==> config.mk <==
export PLATFORM = sky130hd
export DESIGN_NAME = phase_mod_acc
export DESIGN_NICKNAME = d
export VERILOG_FILES = /design/src/rtl/phase_mod_pkg.sv /design/src/rtl/phase_mod_regs.sv /design/src/rtl/phase_mod_accum.sv /design/src/rtl/phase_mod_ostage.sv /design/src/rtl/phase_mod_acc.sv
export SDC_FILE = /design/constraint.sdc
export NUM_CORES = 1
export LEC_CHECK = 0
export ABC_AREA = 1
export CAP_MARGIN = 20
export CORE_ASPECT_RATIO = 0.8
export CORE_MARGIN = 10
export CORE_UTILIZATION = 63
export CTS_BUF_LIST = sky130_fd_sc_hd__clkbuf_4 sky130_fd_sc_hd__clkbuf_8
export DETAILED_ROUTE_END_ITERATION = 7
export DONT_BUFFER_PORTS = 1
export PLACE_DENSITY_LB_ADDON = 0.25
export REMOVE_ABC_BUFFERS = 1
export SYNTH_ARGS = -nofsm -noshare
export SYNTH_HDL_FRONTEND = slang
export SYNTH_HIERARCHICAL = 1
export SYNTH_SLANG_ARGS = --single-unit
==> constraint.sdc <==
create_clock -name clk -period 7.5 [get_ports clk]
set_clock_uncertainty 0.05 [all_clocks]
set_input_delay 1.5 -clock clk [delete_from_list [all_inputs] [get_ports clk]]
set_output_delay 1.5 -clock clk [all_outputs]
set_load 0.01 [all_outputs]
==> src/rtl/phase_mod_pkg.sv <==
package phase_mod_pkg;
  typedef enum logic [1:0] {
    LD_HOLD   = 2'b00,
    LD_MOD    = 2'b01,
    LD_CAR    = 2'b10,
    LD_CAR_ZM = 2'b11
  } load_e;

  typedef struct packed {
    logic fm;
    logic pm;
  } mode_t;
endpackage

==> src/rtl/phase_mod_regs.sv <==
module phase_mod_regs
  import phase_mod_pkg::*;
#(
  parameter int W = 32
) (
  input  logic         clk,
  input  logic         rst,
  input  logic         fire,
  input  load_e        ld,
  input  logic [W-1:0] din,
  output logic [W-1:0] m_nxt,
  output logic [W-1:0] c_nxt,
  output logic [W-1:0] m_q,
  output logic [W-1:0] c_q
);
  // Next register contents for the beat being accepted
  always_comb begin
    m_nxt = m_q;
    c_nxt = c_q;
    unique case (ld)
      LD_HOLD:   ;
      LD_MOD:    m_nxt = din;
      LD_CAR:    c_nxt = din;
      LD_CAR_ZM: begin
        m_nxt = '0;
        c_nxt = din;
      end
      default:   ;
    endcase
  end

  always_ff @(posedge clk) begin
    if (rst) begin
      m_q <= '0;
      c_q <= '0;
    end else if (fire) begin
      m_q <= m_nxt;
      c_q <= c_nxt;
    end
  end
endmodule

==> src/rtl/phase_mod_accum.sv <==
module phase_mod_accum
  import phase_mod_pkg::*;
#(
  parameter int W = 32
) (
  input  logic         clk,
  input  logic         rst,
  input  logic         fire,
  input  mode_t        mode,
  input  logic [W-1:0] m_val,
  input  logic [W-1:0] c_val,
  output logic [W-1:0] acc_q,
  output logic [W-1:0] word
);
  logic         accum_on;
  logic [W-1:0] step;
  logic [W-1:0] acc_nxt;
  logic [W-1:0] offset;

  assign accum_on = mode.fm | mode.pm;

  // FM accumulates carrier plus modulation; PM accumulates the carrier alone
  assign step    = mode.fm ? (c_val + m_val) : c_val;
  assign acc_nxt = accum_on ? (acc_q + step) : acc_q;

  // PM adds the modulation on top of the running phase
  assign offset  = mode.pm ? m_val : '0;
  assign word    = accum_on ? (acc_nxt + offset) : (c_val + m_val);

  always_ff @(posedge clk) begin
    if (rst)       acc_q <= '0;
    else if (fire) acc_q <= acc_nxt;
  end
endmodule

==> src/rtl/phase_mod_ostage.sv <==
module phase_mod_ostage #(
  parameter int W = 32
) (
  input  logic         clk,
  input  logic         rst,
  input  logic         fire,
  input  logic         out_ready,
  input  logic [W-1:0] word,
  output logic         out_valid,
  output logic [W-1:0] out_phase
);
  always_ff @(posedge clk) begin
    if (rst) begin
      out_valid <= 1'b0;
      out_phase <= '0;
    end else if (fire) begin
      out_valid <= 1'b1;
      out_phase <= word;
    end else if (out_ready) begin
      out_valid <= 1'b0;
    end
  end
endmodule

==> src/rtl/phase_mod_acc.sv <==
module phase_mod_acc
  import phase_mod_pkg::*;
#(
  parameter int W = 32
) (
  input  logic         clk,
  input  logic         rst,
  input  logic         in_valid,
  output logic         in_ready,
  input  logic [W-1:0] in_phase,
  input  logic [1:0]   in_load,
  input  logic [1:0]   in_mode,
  output logic         out_valid,
  input  logic         out_ready,
  output logic [W-1:0] out_phase
);
  logic         fire;
  logic [W-1:0] m_nxt, c_nxt, m_q, c_q, acc_q, word;
  mode_t        mode;

  assign in_ready = !out_valid || out_ready;
  assign fire     = in_valid && in_ready;
  assign mode     = mode_t'(in_mode);

  phase_mod_regs #(.W(W)) u_regs (
    .clk   (clk),
    .rst   (rst),
    .fire  (fire),
    .ld    (load_e'(in_load)),
    .din   (in_phase),
    .m_nxt (m_nxt),
    .c_nxt (c_nxt),
    .m_q   (m_q),
    .c_q   (c_q)
  );

  phase_mod_accum #(.W(W)) u_accum (
    .clk   (clk),
    .rst   (rst),
    .fire  (fire),
    .mode  (mode),
    .m_val (m_nxt),
    .c_val (c_nxt),
    .acc_q (acc_q),
    .word  (word)
  );

  phase_mod_ostage #(.W(W)) u_ostage (
    .clk       (clk),
    .rst       (rst),
    .fire      (fire),
    .out_ready (out_ready),
    .word      (word),
    .out_valid (out_valid),
    .out_phase (out_phase)
  );
endmodule

==> impl_metrics.tcl, run 1 <==
set metrics [dict create \
    synth_area_leaders "dfxtp_1 (21%), nand2_1 (17%), nor2_1 (9.6%)" \
    slew_viol_final 0 \
    synth.most_common_cell "nand2_1" \
    tightestPinTransition_ps 1020 \
    viasPerCell 5.77 \
    crit_fanout 64 \
    async_flop_share_pct 0 \
    final_nets 2176 \
    synth.distinct_cells 56 \
    tns_ps 0 \
    finalCriticalPeriod_ps 7080 \
    synth_flop_cell "dfxtp_1" \
    antenna_found_initial 0 \
    routed_wirelength_um 38300 \
    status "finished clean" \
    max_freq_mhz 141 \
    avgSynthCellArea_sq_um 5.96 \
    ant_nets 0 \
    multiInputGateArea_sq_um 8380 \
    area_delta_synth_final_pct 2.93 \
    min_path_cells 4 \
    grt_pass1_wl_um 59900 \
    tritoncts "built" \
    hp-class "reg -> reg" \
    rsz0062_at_grt "no" \
    fillers 1843 \
    clkSinkCount 129 \
    synth_cells 2085 \
    leakage_nw 7.13 \
    r2r_setup_slack_ps 1410 \
    worstPathArrival_ps 7390 \
    first_iter_violations 1830 \
    yosys.area.top_type "dfxtp_1" \
    startpoint_type "input port" \
    dpl-instance-area_sq_um 12400 \
    die_h_um 146 \
    synth_warnings 6 \
    power.density_nw_per_um2 209 \
    hpwlAfterDp_um 28700 \
    drc_errors 0 \
    io_pins 74 \
    synth_top_area_share_pct 20.8 \
    diodes 0 \
    grt_max_degree 186 \
    clock_path_buffers 2 \
    synth_edf_count 0 \
    setup_viol 0 \
    cpMostUsedCell "nand2_1" \
    post_synth_instance_area_sq_um 12400 \
    portBuffers 0 \
    r2r_cells 35 \
    cts_hold_buf 0 \
    wire_per_inst_um 16.6 \
    htree_num_levels 4 \
    overflow 0 \
    design.core.area_sq_um 19200 \
    max_stage_delay_ps 410 \
    crit_slowest_cell "fa_1" \
    vdd_drop_max_mv 0.120 \
    row_count 45 \
    path_class "in -> reg" \
    required_ps 7810 \
    gp_congestion 1.01 \
    start_util_pct 64.8 \
    cts_buffers 17 \
    synth-seq-cells 129 \
    dr.pass1.iters 6 \
    die_w_um 177 \
    grt_usage_pct 28.5 \
    relSlewSlack_pct 32.2 \
    period_share_pct 94.4 \
    drive_above_1_share_pct 6.09 \
    critical_path.endpoint_type "flop" \
    whs_ps 503 \
    cts_root_buffer "clkbuf_8" \
    design_area_sq_um 12800 \
    cap_violations 0 \
    seq_area_frac_synth_pct 20.8 \
    register_area_sq_um 2580 \
    grt_pass1_vias 11400 \
    final_util_pct 66.7 \
    path_clk_slew_ps 90 \
    vias 13300 \
    die_area_sq_um 25800 \
    insertion_delay_ps 470 \
    synth_top_cells_by_count "nand2_1 (548), nor2_1 (317), inv_1 (255)" \
    hold_violations 0 \
]
-- placed cells by master, fill, tap and decap left out, types with 28 or more instances in the layout --
cell	instances
dfxtp_1	129
o21ai_1	28
nand2_1	548
a21oi_1	112
xnor2_1	28
nand3_1	160
ha_1	93
nor2_1	317
o21ai_0	139
inv_1	254
-- power by group --
| part | internal, mW | switching [mW] | total, mW | leakage, nW |
|---|---|---|---|---|
| Combinational | 0.420 | 0.805 | 1.23 | 5.87 |
| Clock | 0.299 | 0.338 | 0.637 | 0.191 |
| Sequential | 0.754 | 0.0571 | 0.811 | 1.07 |
| Total | 1.47 | 1.20 | 2.67 | 7.13 |
-- metrics by stage --
stage	setup WS, ps	instances	power, mW
after floorplan	-228	2005	1.70
after detailed placement	51.0	2278	2.00
after CTS	500	2309	2.63
final	420	2310	2.67
after global routing	7.33	2310	2.85
after global placement	66.5	2278	1.97
-- critical path, delay by kind of cell --
kind,cells,cell delay (ps)
adders and majority gates,4,1470
and+or+nand+nor,13,1430
AOI/OAI and AO/OA,14,2320
xor gates and xnor gates,2,260
buffers and inverters,3,400
-- final cells by class --
| type | instances | area share, % |
|---|---|---|
| clock buffers | 17 | 1.83 |
| clock inverters | 14 | 1.22 |
| inverters | 260 | 7.72 |
| multi-input cells | 1616 | 65.5 |
| flip-flops and latches | 129 | 20.2 |
| well taps | 258 | 2.52 |
| repair buffers | 16 | 1.04 |
-- repair_timing --
action,4_1_cts,5_1_grt
resized for setup,0,11
setup endpoints to repair,0,3
endpoints found under the hold margin,0,0
setup buffers,0,1
-- worst paths after layout --
check                       from                      to
setup / recovery      in_load[1]  u_ostage/out_phase[31]
hold / removal    u_regs/c_q[10]          u_regs/c_q[10]
setup reg to reg   u_regs/c_q[0]  u_ostage/out_phase[31]
hold reg to reg   u_regs/c_q[10]          u_regs/c_q[10]
-- registers in the layout, indices dropped and copies added (netlist names) --
| name | flops |
|---|---|
| u_accum/acc_q | 32 |
| u_ostage/out_phase | 32 |
| u_ostage/out_valid | 1 |
| u_regs/c_q | 32 |
| u_regs/m_q | 32 |
-- kinds of logic after synthesis --
kind of cell | share of synthesized area (%)
buffers and inverters | 12.2
XOR/XNOR | 3.31
multiplexers | 0.0805
AND/OR/NAND/NOR | 36.6
AO/OA/AOI/OAI | 17.2
flip-flops | 20.8
adder cells (fa/ha/maj) | 9.84
-- routing by layer --
layer | track usage (%) | share of wire [%]
met5 | 0 | 0
met4 | 6.34 | 1.6
met3 | 7.53 | 11
met2 | 39.2 | 40
met1 | 42.7 | 47
Note: power is estimated with default switching activity, not from simulation.
==> run 2: changes to the inputs <==
--- a/config.mk
+++ b/config.mk
@@ -14,7 +14,6 @@
 export DETAILED_ROUTE_END_ITERATION = 7
 export DONT_BUFFER_PORTS = 1
 export PLACE_DENSITY_LB_ADDON = 0.25
-export REMOVE_ABC_BUFFERS = 1
 export SYNTH_ARGS = -nofsm -noshare
 export SYNTH_HDL_FRONTEND = slang
 export SYNTH_HIERARCHICAL = 1
==> impl_metrics.tcl, run 2 (same netlist as run 1, synthesis figures left out) <==
set metrics [dict create \
    grt_max_degree 187 \
    setup_viol 0 \
    final_nets 2210 \
    switching_share_pct 44.1 \
    insertion_delay_ps 470 \
    path_clk_slew_ps 90 \
    vdd_drop_max_mv 0.182 \
    antenna_found_initial 0 \
    cts_buffers 17 \
    tritoncts "built" \
    worstPathArrival_ps 7430 \
    cap_violations 0 \
    status "finished clean" \
    vias 13600 \
    hold_violations 0 \
    dr.pass1.iters 6 \
    die_area_sq_um 25800 \
    syn_nets 2221 \
    r2r_setup_slack_ps 1420 \
    row_count 45 \
    hpwlAfterDp_um 29800 \
    overflow 0 \
    cts_root_buffer "clkbuf_8" \
    leakage_nw 7.32 \
    whs_endpoint "u_regs/m_q[24]" \
    seqPwrFrac_pct 29.1 \
    startpoint "in_load[0]" \
    power.density_nw_per_um2 213 \
    first_iter_violations 1821 \
    layout_commonest_cell "nand2_1" \
    diodes 0 \
    viasPerCell 5.79 \
    relSlewSlack_pct 39.9 \
    startpoint_type "input port" \
    htree_num_levels 4 \
    wire_per_inst_um 16.7 \
    tightestPinTransition_ps 901 \
    fillers 1761 \
    max_stage_delay_ps 470 \
    portBuffers 0 \
    drc_errors 0 \
    drive_above_1_share_pct 7.62 \
    cts_hold_buf 0 \
    rsz0062_at_grt "no" \
    layout_common_cells "nand2_1 (548), nor2_1 (317), inv_1 (254)" \
    ant_nets 0 \
    die_w_um 177 \
    path_class "in -> reg" \
    power_frac_clock_pct 24.8 \
    crit_slowest_cell "o21ai_0" \
    crit_fanout 33 \
    start_util_pct 64.8 \
    slew_viol_final 0 \
    area_delta_synth_final_pct 5.27 \
    design.core.area_sq_um 19200 \
    grt_pass1_vias 11700 \
    grt_pass1_wl_um 60500 \
    gp_congestion 0.990 \
    power.switching_mw 1.23 \
    io_pins 74 \
    cpMostUsedCell "nand2_1" \
    hp-class "reg -> reg" \
    clock_path_buffers 2 \
    required_ps 7850 \
    critical_path.endpoint_type "flop" \
    finalCriticalPeriod_ps 7080 \
    r2r_end "u_ostage/out_phase[28]" \
    r2r_cells 36 \
    finalPower_mw 2.79 \
    period_share_pct 94.4 \
    min_from "u_regs/m_q[24]" \
    post_cts_buffers 0 \
    die_h_um 146 \
    grt_usage_pct 28.9 \
    routed_wirelength_um 39100 \
    clkSinkCount 129 \
    combPwrFrac_pct 46.2 \
    tns_ps 0 \
    min_path_cells 4 \
    max_freq_mhz 141 \
    internal_power_mw 1.56 \
    reg2reg_from "u_regs/m_q[0]" \
]
-- run 2: cell count changes in the layout (fill, tap and decap cells not counted), sizes merged --
cell,before,now
buf,16,50
clkinv,6,3
inv,263,266
bufinv,2,3
clkbuf,17,18
clkinvlp,3,2
-- run 2: power by group through the flow --
stage,combinational [mW],clock (mW),sequential [mW]
2_1_floorplan,0.922,0,0.811
3_3_place_gp,1.21,0,0.825
3_5_place_dp,1.23,0,0.827
4_1_cts,1.24,0.697,0.811
5_1_grt,1.42,0.723,0.819
6_report,1.29,0.690,0.810
-- run 2: how the worst max path moves through the flow --
stage	endpoint	slack, ps
final	u_ostage/out_phase[28]	420
after global routing	u_ostage/out_phase[31]	90
after CTS	u_ostage/out_phase[28]	480
after detailed placement	u_ostage/out_phase[28]	10
after global placement	u_ostage/out_phase[28]	120
after floorplan	u_ostage/out_phase[27]	970
-- run 2: cell type report --
| class | instances | area (sq um) | area share (%) |
|---|---|---|---|
| clock buffers | 18 | 241 | 1.84 |
| clock inverters | 14 | 191 | 1.46 |
| well taps | 258 | 323 | 2.47 |
| multi-input cells | 1616 | 8370 | 64.0 |
| inverters | 260 | 988 | 7.55 |
| repair buffers | 50 | 388 | 2.96 |
| flip-flops and latches | 129 | 2580 | 19.7 |
-- run 2: timing repair --
item	4_1_cts	5_1_grt
setup endpoints to repair	0	3
resized for setup	0	7
endpoints found under the hold margin	0	0
-- run 2: per-layer routing --
layer | vias to the layer above | global-route usage (%) | wire (um)
met2 | 651 | 40.8 | 16000
met4 | 0 | 6.67 | 782
met5 | - | 0 | 0
li1 | 6699 | - | -
met3 | 65 | 8.08 | 4560
met1 | 6171 | 41.9 | 17700
-- run 2: worst max-delay path, delay by kind of cell --
family	cells	cell delay (ps)
AOI/OAI and AO/OA	8	1880
adders and majority gates	3	1100
buffers and inverters	3	650
xor gates and xnor gates	1	160
and+or+nand+nor	17	2120
-- run 2: through the flow --
stage	setup WS [ps]	area, sq um	cells	utilization, %	hold slack (ps)
CTS	476	13100	2345	68.0	503
global route	85.5	13100	2345	68.2	538
finish	421	13100	2345	68.2	507
floorplan	970	12400	2085	-	458
detailed placement	12.8	12600	2313	65.8	485
global placement	120	12600	2313	65.8	482
